===== src/rtl/kbd_pkg.sv =====
package kbd_pkg;
  localparam int KBD_ROWS   = 8;
  localparam int KBD_COLS   = 8;
  localparam int ROW_W      = $clog2(KBD_ROWS);
  localparam int COL_W      = $clog2(KBD_COLS);
  localparam int CODE_W     = ROW_W + COL_W;
  localparam int SCAN_LINES = 4;
  localparam int MAX_POS    = 16;
  localparam int POS_W      = $clog2(MAX_POS);
  localparam logic [2:0] OPC_MODE = 3'b000;

  typedef struct packed {
    logic              ctrl;
    logic              shift;
    logic [CODE_W-1:0] code;
  } key_entry_t;

  typedef struct packed {
    logic wide;     // 16 binary positions
    logic decoded;  // single-low pattern on four lines
  } scan_mode_t;
endpackage


===== src/rtl/scan_seq.sv =====
module scan_seq
  import kbd_pkg::*;
#(
  parameter int DWELL_CYCLES = 4
) (
  input  logic                  clk,
  input  logic                  rst_n,
  input  scan_mode_t            mode,
  input  logic                  restart,
  output logic [SCAN_LINES-1:0] scan_out,
  output logic                  sample,
  output logic [ROW_W-1:0]      row
);
  localparam int DCW = $clog2(DWELL_CYCLES + 1);
  localparam logic [DCW-1:0]   DW_LAST   = DCW'(DWELL_CYCLES - 1);
  localparam logic [POS_W-1:0] KEY_LIMIT = POS_W'(KBD_ROWS);

  logic [POS_W-1:0] pos_q;
  logic [DCW-1:0]   dw_q;
  logic [POS_W-1:0] last_pos;

  always_comb begin
    if (mode.decoded)   last_pos = POS_W'(SCAN_LINES - 1);
    else if (mode.wide) last_pos = POS_W'(MAX_POS - 1);
    else                last_pos = POS_W'(KBD_ROWS - 1);
  end

  always_ff @(posedge clk or negedge rst_n) begin
    if (!rst_n) begin
      pos_q <= '0;
      dw_q  <= '0;
    end else if (restart) begin
      pos_q <= '0;
      dw_q  <= '0;
    end else if (dw_q == DW_LAST) begin
      dw_q  <= '0;
      pos_q <= (pos_q == last_pos) ? '0 : pos_q + 1'b1;
    end else begin
      dw_q <= dw_q + 1'b1;
    end
  end

  generate
    if (SCAN_LINES == 4) begin : g_four_lines
      always_comb begin
        if (mode.decoded) scan_out = ~(SCAN_LINES'(1) << pos_q[1:0]);
        else              scan_out = pos_q;
      end
    end else begin : g_other_lines
      always_comb scan_out = SCAN_LINES'(pos_q);
    end
  endgenerate

  assign sample = (dw_q == DW_LAST) && (pos_q < KEY_LIMIT);
  assign row    = pos_q[ROW_W-1:0];
endmodule


===== src/rtl/key_debounce.sv =====
module key_debounce
  import kbd_pkg::*;
(
  input  logic                clk,
  input  logic                rst_n,
  input  logic                sample,
  input  logic [ROW_W-1:0]    row,
  input  logic [KBD_COLS-1:0] ret_n,
  input  logic                shift_in,
  input  logic                ctrl_in,
  output logic                key_valid,
  output key_entry_t          key_entry
);
  logic [KBD_COLS-1:0] prev_q [KBD_ROWS];
  logic [KBD_COLS-1:0] done_q [KBD_ROWS];
  logic [KBD_COLS-1:0] closed, fresh, pick;
  logic [COL_W-1:0]    col;

  function automatic logic [COL_W-1:0] low_index(input logic [KBD_COLS-1:0] v);
    logic [COL_W-1:0] idx;
    idx = '0;
    for (int c = KBD_COLS - 1; c >= 0; c--)
      if (v[c]) idx = COL_W'(c);
    return idx;
  endfunction

  assign closed = ~ret_n;
  assign fresh  = closed & prev_q[row] & ~done_q[row];
  assign pick   = fresh & (~fresh + 1'b1);
  assign col    = low_index(fresh);

  always_ff @(posedge clk or negedge rst_n) begin
    if (!rst_n) begin
      for (int r = 0; r < KBD_ROWS; r++) begin
        prev_q[r] <= '0;
        done_q[r] <= '0;
      end
      key_valid <= 1'b0;
      key_entry <= '0;
    end else begin
      key_valid <= 1'b0;
      if (sample) begin
        prev_q[row] <= closed;
        done_q[row] <= (done_q[row] & closed) | pick;
        if (|fresh) begin
          key_valid       <= 1'b1;
          key_entry.ctrl  <= ctrl_in;
          key_entry.shift <= shift_in;
          key_entry.code  <= {row, col};
        end
      end
    end
  end

  // a queued key always follows a return sample
  a_r5_push_follows_sample: assert property (@(posedge clk) disable iff (!rst_n)
    key_valid |-> $past(sample));
endmodule


===== src/rtl/key_fifo.sv =====
module key_fifo #(
  parameter int DEPTH = 8,
  parameter int WIDTH = 8
) (
  input  logic                       clk,
  input  logic                       rst_n,
  input  logic                       push,
  input  logic [WIDTH-1:0]           wdata,
  input  logic                       pop,
  output logic [WIDTH-1:0]           head,
  output logic [$clog2(DEPTH+1)-1:0] count,
  output logic                       full,
  output logic                       empty
);
  localparam int AW = $clog2(DEPTH);
  localparam int CW = $clog2(DEPTH + 1);
  localparam logic [CW-1:0] CNT_MAX = CW'(DEPTH);
  localparam logic [AW-1:0] PTR_MAX = AW'(DEPTH - 1);

  logic [WIDTH-1:0] mem [DEPTH];
  logic [AW-1:0]    wr_ptr, rd_ptr;
  logic             do_push, do_pop;

  assign full    = (count == CNT_MAX);
  assign empty   = (count == '0);
  assign do_push = push && !full;
  assign do_pop  = pop && !empty;
  assign head    = mem[rd_ptr];

  always_ff @(posedge clk) begin
    if (do_push) mem[wr_ptr] <= wdata;
  end

  always_ff @(posedge clk or negedge rst_n) begin
    if (!rst_n) begin
      wr_ptr <= '0;
      rd_ptr <= '0;
      count  <= '0;
    end else begin
      if (do_push) wr_ptr <= (wr_ptr == PTR_MAX) ? '0 : wr_ptr + 1'b1;
      if (do_pop)  rd_ptr <= (rd_ptr == PTR_MAX) ? '0 : rd_ptr + 1'b1;
      case ({do_push, do_pop})
        2'b10:   count <= count + 1'b1;
        2'b01:   count <= count - 1'b1;
        default: count <= count;
      endcase
    end
  end

  // occupancy never exceeds the depth
  a_r7_no_overflow: assert property (@(posedge clk) disable iff (!rst_n)
    count <= CNT_MAX);
  // a push into a full queue without a pop leaves the occupancy alone
  a_r9_full_push_dropped: assert property (@(posedge clk) disable iff (!rst_n)
    (push && full && !pop) |=> $stable(count));
endmodule


===== src/rtl/keypad_scanner.sv =====
module keypad_scanner
  import kbd_pkg::*;
#(
  parameter int DWELL_CYCLES = 4,
  parameter int FIFO_DEPTH   = 8
) (
  input  logic       clk,
  input  logic       rst_n,
  input  logic       bus_a0,
  input  logic       bus_wr,
  input  logic       bus_rd,
  input  logic [7:0] bus_wdata,
  output logic [7:0] bus_rdata,
  output logic       irq,
  output logic [3:0] scan_out,
  input  logic [7:0] ret_n,
  input  logic       shift_in,
  input  logic       ctrl_in
);
  localparam int CNT_W = $clog2(FIFO_DEPTH + 1);
  localparam int LOW_W = (CNT_W > 1) ? CNT_W - 1 : 1;

  scan_mode_t       mode_q;
  logic             mode_wr, sample, key_valid, fifo_full, fifo_empty, fifo_pop;
  logic             ovr_q;
  logic [ROW_W-1:0] row;
  key_entry_t       key_entry;
  logic [7:0]       fifo_head;
  logic [CNT_W-1:0] fifo_count;
  logic [2:0]       cnt_field;
  logic             unused_mode_bits;

  assign mode_wr          = bus_wr && bus_a0 && (bus_wdata[7:5] == OPC_MODE);
  assign unused_mode_bits = ^{bus_wdata[4], bus_wdata[2:1]};

  always_ff @(posedge clk or negedge rst_n) begin
    if (!rst_n)       mode_q <= '0;
    else if (mode_wr) mode_q <= '{wide: bus_wdata[3], decoded: bus_wdata[0]};
  end

  scan_seq #(.DWELL_CYCLES(DWELL_CYCLES)) u_scan (
    .clk      (clk),
    .rst_n    (rst_n),
    .mode     (mode_q),
    .restart  (mode_wr),
    .scan_out (scan_out),
    .sample   (sample),
    .row      (row)
  );

  key_debounce u_deb (
    .clk       (clk),
    .rst_n     (rst_n),
    .sample    (sample),
    .row       (row),
    .ret_n     (ret_n),
    .shift_in  (shift_in),
    .ctrl_in   (ctrl_in),
    .key_valid (key_valid),
    .key_entry (key_entry)
  );

  assign fifo_pop = bus_rd && !bus_a0 && !fifo_empty;

  key_fifo #(.DEPTH(FIFO_DEPTH), .WIDTH(8)) u_fifo (
    .clk   (clk),
    .rst_n (rst_n),
    .push  (key_valid),
    .wdata (key_entry),
    .pop   (fifo_pop),
    .head  (fifo_head),
    .count (fifo_count),
    .full  (fifo_full),
    .empty (fifo_empty)
  );

  always_ff @(posedge clk or negedge rst_n) begin
    if (!rst_n)                    ovr_q <= 1'b0;
    else if (key_valid && fifo_full) ovr_q <= 1'b1;
    else if (bus_rd && bus_a0)     ovr_q <= 1'b0;
  end

  assign cnt_field = 3'(fifo_count[LOW_W-1:0]);
  assign irq       = !fifo_empty;

  always_comb begin
    if (bus_a0)          bus_rdata = {2'b00, ovr_q, 1'b0, fifo_full, cnt_field};
    else if (fifo_empty) bus_rdata = 8'h00;
    else                 bus_rdata = fifo_head;
  end

  // overrun only rises after a key met a full queue
  a_r9_overrun_cause: assert property (@(posedge clk) disable iff (!rst_n)
    $rose(ovr_q) |-> $past(key_valid && fifo_full));
  // narrow binary mode stays inside the eight key positions
  a_r2_encoded_range: assert property (@(posedge clk) disable iff (!rst_n)
    (!mode_q.decoded && !mode_q.wide) |-> (scan_out < 4'd8));
  // single-low mode drives exactly one low line
  a_r3_one_low: assert property (@(posedge clk) disable iff (!rst_n)
    mode_q.decoded |-> ($countones(scan_out) == 3));
  // the interrupt drops only when the last key is read
  a_r10_irq_drop: assert property (@(posedge clk) disable iff (!rst_n)
    $fell(irq) |-> $past(bus_rd && !bus_a0));
endmodule


===== config.mk =====
export PLATFORM = sky130hd
export DESIGN_NAME = keypad_scanner
export DESIGN_NICKNAME = d
export VERILOG_FILES = /design/src/rtl/kbd_pkg.sv /design/src/rtl/scan_seq.sv /design/src/rtl/key_debounce.sv /design/src/rtl/key_fifo.sv /design/src/rtl/keypad_scanner.sv
export SDC_FILE = /design/constraint.sdc
export NUM_CORES = 1
export LEC_CHECK = 0
export ABC_AREA = 1
export BUFFER_PORTS_ARGS = -buffer_cell sky130_fd_sc_hd__buf_2
export CAP_MARGIN = 10
export CORE_UTILIZATION = 45
export CTS_CLUSTER_DIAMETER = 50
export DETAILED_ROUTE_END_ITERATION = 12
export GPL_ROUTABILITY_DRIVEN = 0
export GPL_TIMING_DRIVEN = 0
export MAX_ROUTING_LAYER = met4
export PLACE_DENSITY = 0.73
export SLEW_MARGIN = 15
export SYNTH_ARGS = -nofsm -noshare
export SYNTH_HDL_FRONTEND = slang
export SYNTH_SLANG_ARGS = --single-unit

===== constraint.sdc =====
create_clock -name clk -period 2.3 [get_ports clk]
set_input_delay 0.46 -clock clk [delete_from_list [all_inputs] [get_ports clk]]
set_output_delay 0.46 -clock clk [all_outputs]
set_load 0.005 [all_outputs]

==> results.json, run 1 <==
{
  "outcome": "finished, violations left",
  "violations": "setup timing",
  "stdcell_count": 1640,
  "cellPowerDensity_nw_per_um2": 1530,
  "wl_met1_um": 11900,
  "fin_ws_ns": -0.118,
  "grt_pass1_vias": 8305,
  "clock_latency_ns": 0.53,
  "cp.required_ns": 1.84,
  "wl_met2_um": 13600,
  "max-cap-violations": 0,
  "timing.fmax_mhz": 413,
  "cts_max_path_buffers": 3,
  "antenna_found_initial": 0,
  "finalSetupViolations": 10,
  "drc_errors": 0,
  "drive_gt1_share_pct": 17.0,
  "die_w_um": 154,
  "hold_violations": 0,
  "cts_tree": "yes",
  "netlist_instances": 1247,
  "htree_levels": 1,
  "die_y_um": 154,
  "dr.pass1.iters": 5,
  "syn_avg_cell_area_um2": 8.31,
  "ys_warn_count": 0,
  "rows": 55,
  "drv_slew": 0,
  "syn_nets": 1283,
  "holdWs_ns": 0.127,
  "critPathMaxFanout": 10,
  "highest_layer": "met4",
  "final_cell_mix": "nand2_1 (546), dfrtp_1 (154), o21ai_0 (123)",
  "final_common_cell": "nand2_1",
  "vdd_drop_max_mv": 0.841,
  "avgViaCountPerCell": 5.32,
  "dp_slack_ns": -0.518,
  "post_drt_wl_per_cell_um": 17.4,
  "grt_use_total_pct": 24.9,
  "drt-initial-drc-count": 901,
  "postRouteAntennaNets": 0,
  "p_leak_nw": 6.10,
  "cts.clk_slew.worst_paths_ns": 0.06,
  "cts_sinks": 221,
  "final_nets": 1371,
  "crit_path_start_kind": "flop",
  "yosysSeqAreaShare_pct": 56.5,
  "area_growth_pct": 21.6,
  "io_buffers": 27,
  "coreArea_um2": 22600,
  "diodes": 0,
  "vias": 8728,
  "power_mw": 19.3,
  "fin_util_pct": 55.6,
  "tns_ns": -0.516,
  "critical_path_class": "flop to output port",
  "drt-total-wl_um": 28600,
  "dp_cells": 1560,
  "start_util_pct": 45.8,
  "syn_area_um2": 10400,
  "ys_ff_latch": 221,
  "tightestPinTransition_ns": 0.843,
  "die_area_um2": 23600,
  "slew_headroom_pct": 43.6,
  "end_kind": "output port",
  "io_pins": 36,
  "arrival_ns": 1.96,
  "ys_types": 42,
  "cts-root-buf": "clkbuf_16",
  "wl_met3_um": 2000,
  "grt_max_degree": 85,
  "layout_worst_path_cycle_share_pct": 105,
  "gr-total-overflow": 0,
  "grt_pass1_wl_um": 44800,
  "numCtsBuffers": 27,
  "dpl_cell_area_um2": 10900,
  "design_area_um2": 12600,
  "hold_class": "input port to flop",
  "period_needed_ns": 2.42,
  "dp_hpwl_um": 18000,
  "grt_setup_unrepaired": "yes",
  "finalClockSkew_ns": 0.0266
}
cell type report:
class | instances | area (um^2)
repair buffers | 59 | 509
inverters | 66 | 265
fillers | 1991 | 10000
clock buffers | 33 | 728
flip-flops and latches | 221 | 5850
well taps | 285 | 357
multi-input cells | 901 | 4190
clock inverters | 16 | 168
plain buffers | 59 | 527
per-layer routing:
| metal | up-vias | track usage, % |
|---|---|---|
| met2 | 341 | 40.4 |
| met1 | 4128 | 31.7 |
| li1 | 4167 | - |
| met4 | 0 | 9.33 |
| met3 | 92 | 3.58 |
| met5 | - | - |
Yosys cell counts (all sizes together):
master,instances,share of area [%]
nor3,6,0.29
or2,4,0.24
nand2,574,21
a21oi,7,0.34
o221ai,5,0.42
a211oi,1,0.072
clkinv,3,0.11
edfxtp,64,19
xor2,3,0.25
o21ai,153,7.5
nand3b,1,0.072
nand4,1,0.060
fa,1,0.19
o21bai,2,0.14
a31oi,5,0.30
buf,30,2.1
inv,63,2.3
ha,12,1.4
o22ai,11,0.66
nor2,90,3.5
a22o,1,0.085
nand3,13,0.63
and3,1,0.060
o21a,1,0.072
clkbuf,29,1.1
nor3b,1,0.072
o211ai,7,0.51
dfrtp,157,38
xnor2,1,0.085
worst max-delay path, stage by stage (launching register included):
cell       delay [ns]
dfrtp_2          0.47
inv_4            0.09
clkbuf_16        0.18
o21ai_2          0.11
o22ai_1          0.10
o211ai_1         0.29
nand2_1          0.09
buf_2            0.13
report_power, final:
part | internal (mW) | switching (mW) | total, mW
clock network | 2.52 | 1.73 | 4.25
logic | 3.37 | 5.14 | 8.51
registers | 5.58 | 0.957 | 6.54
total | 11.5 | 7.82 | 19.3
logic make-up after synthesis:
family,count (synthesis),share of synthesized area (%)
xor gates and xnor gates,4,0.338
buffers and inverters,125,5.60
DFF,221,56.5
AOI/OAI and AO/OA,193,10.1
adders and majority gates,13,1.64
and+or+nand+nor,691,25.8
state kept, by name, summed over array words and instances (netlist names):
register,flops
mode_q,2
ovr_q,1
u_deb.done_q,64
u_deb.key_entry,8
u_deb.key_valid,1
u_deb.prev_q,64
u_fifo.count,4
u_fifo.mem,64
u_fifo.rd_ptr,3
u_fifo.wr_ptr,3
u_scan.dw_q,3
u_scan.pos_q,4
worst paths after layout:
check / start / to / slack, ns / cells after the start
setup / recovery: u_fifo.rd_ptr[0]$_DFFE_PN0P_ / bus_rdata[5] / -0.12 / 7
hold / removal: bus_wdata[3] / mode_q[1]$_DFFE_PN0P_ / 0.13 / 3
min in group asynchronous: rst_n / u_deb.prev_q[1]$_DFFE_PN0P_ / 0.53 / 2
max in group asynchronous: rst_n / u_scan.dw_q[1]$_DFF_PN0_ / 0.96 / 3
hold reg to reg: u_scan.dw_q[0]$_DFF_PN0_ / u_scan.dw_q[0]$_DFF_PN0_ / 0.45 / 1
setup reg to reg: u_scan.pos_q[0]$_DFFE_PN0P_ / u_deb.key_entry[3]$_DFFE_PN0P_ / -0.03 / 18
what timing repair did:
item / CTS / global route
pin swaps: 10 / 35
buffers inserted: 10 / 14
resized for setup: 88 / 88
endpoints found under the setup margin: 137 / 106
hold buffers: 1 / 0
hold endpoints to repair: 79 / 0
gates cloned: 2 / 4
Note: power is estimated with default switching activity, not from simulation.
==> inputs of run 2 (changes only) <==
- PLACE_DENSITY: 0.73 -> 0.7
- TNS_END_PERCENT: default -> 100
==> results.json, run 2 (synthesis gave the netlist of run 1 again) <==
{
  "outcome": "finished, violations left",
  "violations": "setup timing",
  "grt_pass1_vias": 8645,
  "avgViaCountPerCell": 5.38,
  "gr-total-overflow": 0,
  "dr.pass1.iters": 6,
  "clkPwrFrac_pct": 21.8,
  "power.switching_mw": 8.10,
  "grt_use_total_pct": 25.4,
  "cts.clk_slew.worst_paths_ns": 0.06,
  "drt-total-wl_um": 29700,
  "comb_power_share_pct": 45.4,
  "arrival_ns": 2.00,
  "startpoint": "u_fifo.rd_ptr[0]$_DFFE_PN0P_",
  "rrSetupSlack_ns": -0.05,
  "die_area_um2": 23600,
  "finalSetupViolations": 14,
  "globalRouteMet2Util_pct": 42.7,
  "holdWs_ns": 0.135,
  "slowest_delay_ns": 0.46,
  "dp_slack_ns": -0.547,
  "diodes": 0,
  "post_drt_wl_per_cell_um": 17.9,
  "timing.fmax_mhz": 406,
  "critPathMaxFanout": 7,
  "hold_violations": 0,
  "drv_slew": 0,
  "worstReg2RegEnd": "u_deb.key_entry[5]$_DFFE_PN0P_",
  "slew_headroom_pct": 44.5,
  "cts-root-buf": "clkbuf_16",
  "crit_chain": "clkinv_4 > clkbuf_16 > o21ai_4 > o22ai_2 > o211ai_1 > nand2_1 > buf_2",
  "stdcell_count": 1653,
  "antenna_found_initial": 0,
  "clock_latency_ns": 0.54,
  "start_util_pct": 45.8,
  "max-cap-violations": 0,
  "hold_class": "input port to flop",
  "end_kind": "output port",
  "htree_levels": 1,
  "finalClockSkew_ns": 0.0175,
  "tns_ns": -0.919,
  "power_mw": 19.9,
  "nFillCells": 1940,
  "postRouteAntennaNets": 0,
  "final_common_cell": "nand2_1",
  "path_delay_family": "compound AO/OA/AOI/OAI gates",
  "io_buffers": 27,
  "design_area_um2": 12900,
  "final_cell_mix": "nand2_1 (546), dfrtp_1 (154), o21ai_0 (111)",
  "layout_worst_path_cycle_share_pct": 107,
  "grt_setup_unrepaired": "yes",
  "p_leak_nw": 6.21,
  "internal_power_mw": 11.8,
  "grtUsageMet3_pct": 3.10,
  "cp.buffers_inverters": 3,
  "cellPowerDensity_nw_per_um2": 1540,
  "cp_slowest_cell": "dfrtp_2",
  "numCtsBuffers": 28,
  "dpl_cell_area_um2": 10900,
  "fin_ws_ns": -0.164,
  "area_growth_pct": 24.4,
  "final_nets": 1382,
  "sw_frac_of_total_pct": 40.7,
  "critical_path_class": "flop to output port",
  "r2r_start": "u_scan.pos_q[0]$_DFFE_PN0P_",
  "path_depth": 7,
  "cp.required_ns": 1.84,
  "rows": 55,
  "die_y_um": 154,
  "grt_pass1_wl_um": 45700,
  "cts_max_path_buffers": 3,
  "drive_gt1_share_pct": 18.9,
  "busiest_layer": "met2",
  "critical_path.endpoint": "bus_rdata[5]",
  "fin_util_pct": 56.9,
  "grt_max_degree": 102,
  "vias": 8885,
  "die_w_um": 154,
  "dp_hpwl_um": 18400,
  "dp_cells": 1561,
  "power.share.sequential_pct": 32.8,
  "tightestPinTransition_ns": 0.830,
  "drc_errors": 0,
  "grt.met1_usage_pct": 30.8,
  "drt-initial-drc-count": 867,
  "cts_sinks": 221,
  "cts_tree": "yes",
  "period_needed_ns": 2.46,
  "largest_registers": "u_deb.done_q: 64 flops, u_deb.prev_q: 64 flops, u_fifo.mem: 64 flops",
  "coreArea_um2": 22600,
  "r2r_cells": 18,
  "vdd_drop_max_mv": 0.970,
  "min_from": "bus_wdata[0]",
  "io_pins": 36,
  "crit_path_start_kind": "flop"
}
==> run 2: changes by cell type in the layout (fill, tap and decap cells not counted), sizes merged <==
| cell | delta |
|---|---|
| clkinv | +5 |
| inv | -6 |
| buf | +15 |
| clkbuf | -1 |
==> run 2: routing by layer <==
metal	routed length [um]	part of all wire (%)
met1	11700	40
met2	14700	49
met3	1960	6.6
met4	1280	4.3
met5	0	0
==> run 2: how the worst min path moves through the flow <==
stage | endpoint | slack (ns) | depth (start not counted)
floorplan | mode_q[0]$_DFFE_PN0P_ | 0.16 | 0
global placement | u_scan.dw_q[0]$_DFF_PN0_ | 0.42 | 1
detailed placement | u_scan.dw_q[0]$_DFF_PN0_ | 0.43 | 1
CTS | mode_q[0]$_DFFE_PN0P_ | 0.13 | 3
global route | mode_q[0]$_DFFE_PN0P_ | 0.13 | 3
finish | mode_q[0]$_DFFE_PN0P_ | 0.13 | 3
==> run 2: area by class of cell <==
class | instances | area, um^2 | area share, %
Inverter | 66 | 272 | 2.11
Clock buffer | 37 | 786 | 6.10
Sequential cell | 221 | 5850 | 45.4
Multi-Input combinational cell | 901 | 4320 | 33.5
Tap cell | 285 | 357 | 2.77
Buffer | 57 | 489 | 3.80
Timing Repair Buffer | 71 | 663 | 5.15
Clock inverter | 15 | 148 | 1.15
==> run 2: repair_timing <==
action                                 4_1_cts  5_1_grt
gates cloned                                 3        5
setup buffers                               15       18
endpoints found under the hold margin       74        0
resized for setup                           93      128
setup endpoints to repair                  130      121
hold buffers                                 1        0
pin swaps                                   17       43
==> run 2: worst reg2reg max path, cell delays in order, from the launching register on <==
cell	delay, ns
dfrtp_1	0.39
buf_6	0.16
buf_8	0.14
clkbuf_16	0.16
nand2_1	0.06
nand2_1	0.06
nand2_1	0.06
nand2_1	0.05
nand2_1	0.07
nand2_1	0.05
inv_1	0.18
nand3_4	0.18
nand2_4	0.15
nor2_4	0.07
nand2_2	0.09
nand2_4	0.09
buf_8	0.15
nand2_4	0.05
o21ai_2	0.05
==> run 2: power by group through the flow <==
stage                     Combinational, mW  Clock [mW]  Sequential [mW]
after floorplan                        4.98           0             6.26
after global placement                 6.62           0             6.47
after detailed placement               6.79           0             6.52
after CTS                              7.62        4.38             6.48
after global routing                   9.93        4.52             6.69
final                                  9.02        4.34             6.53
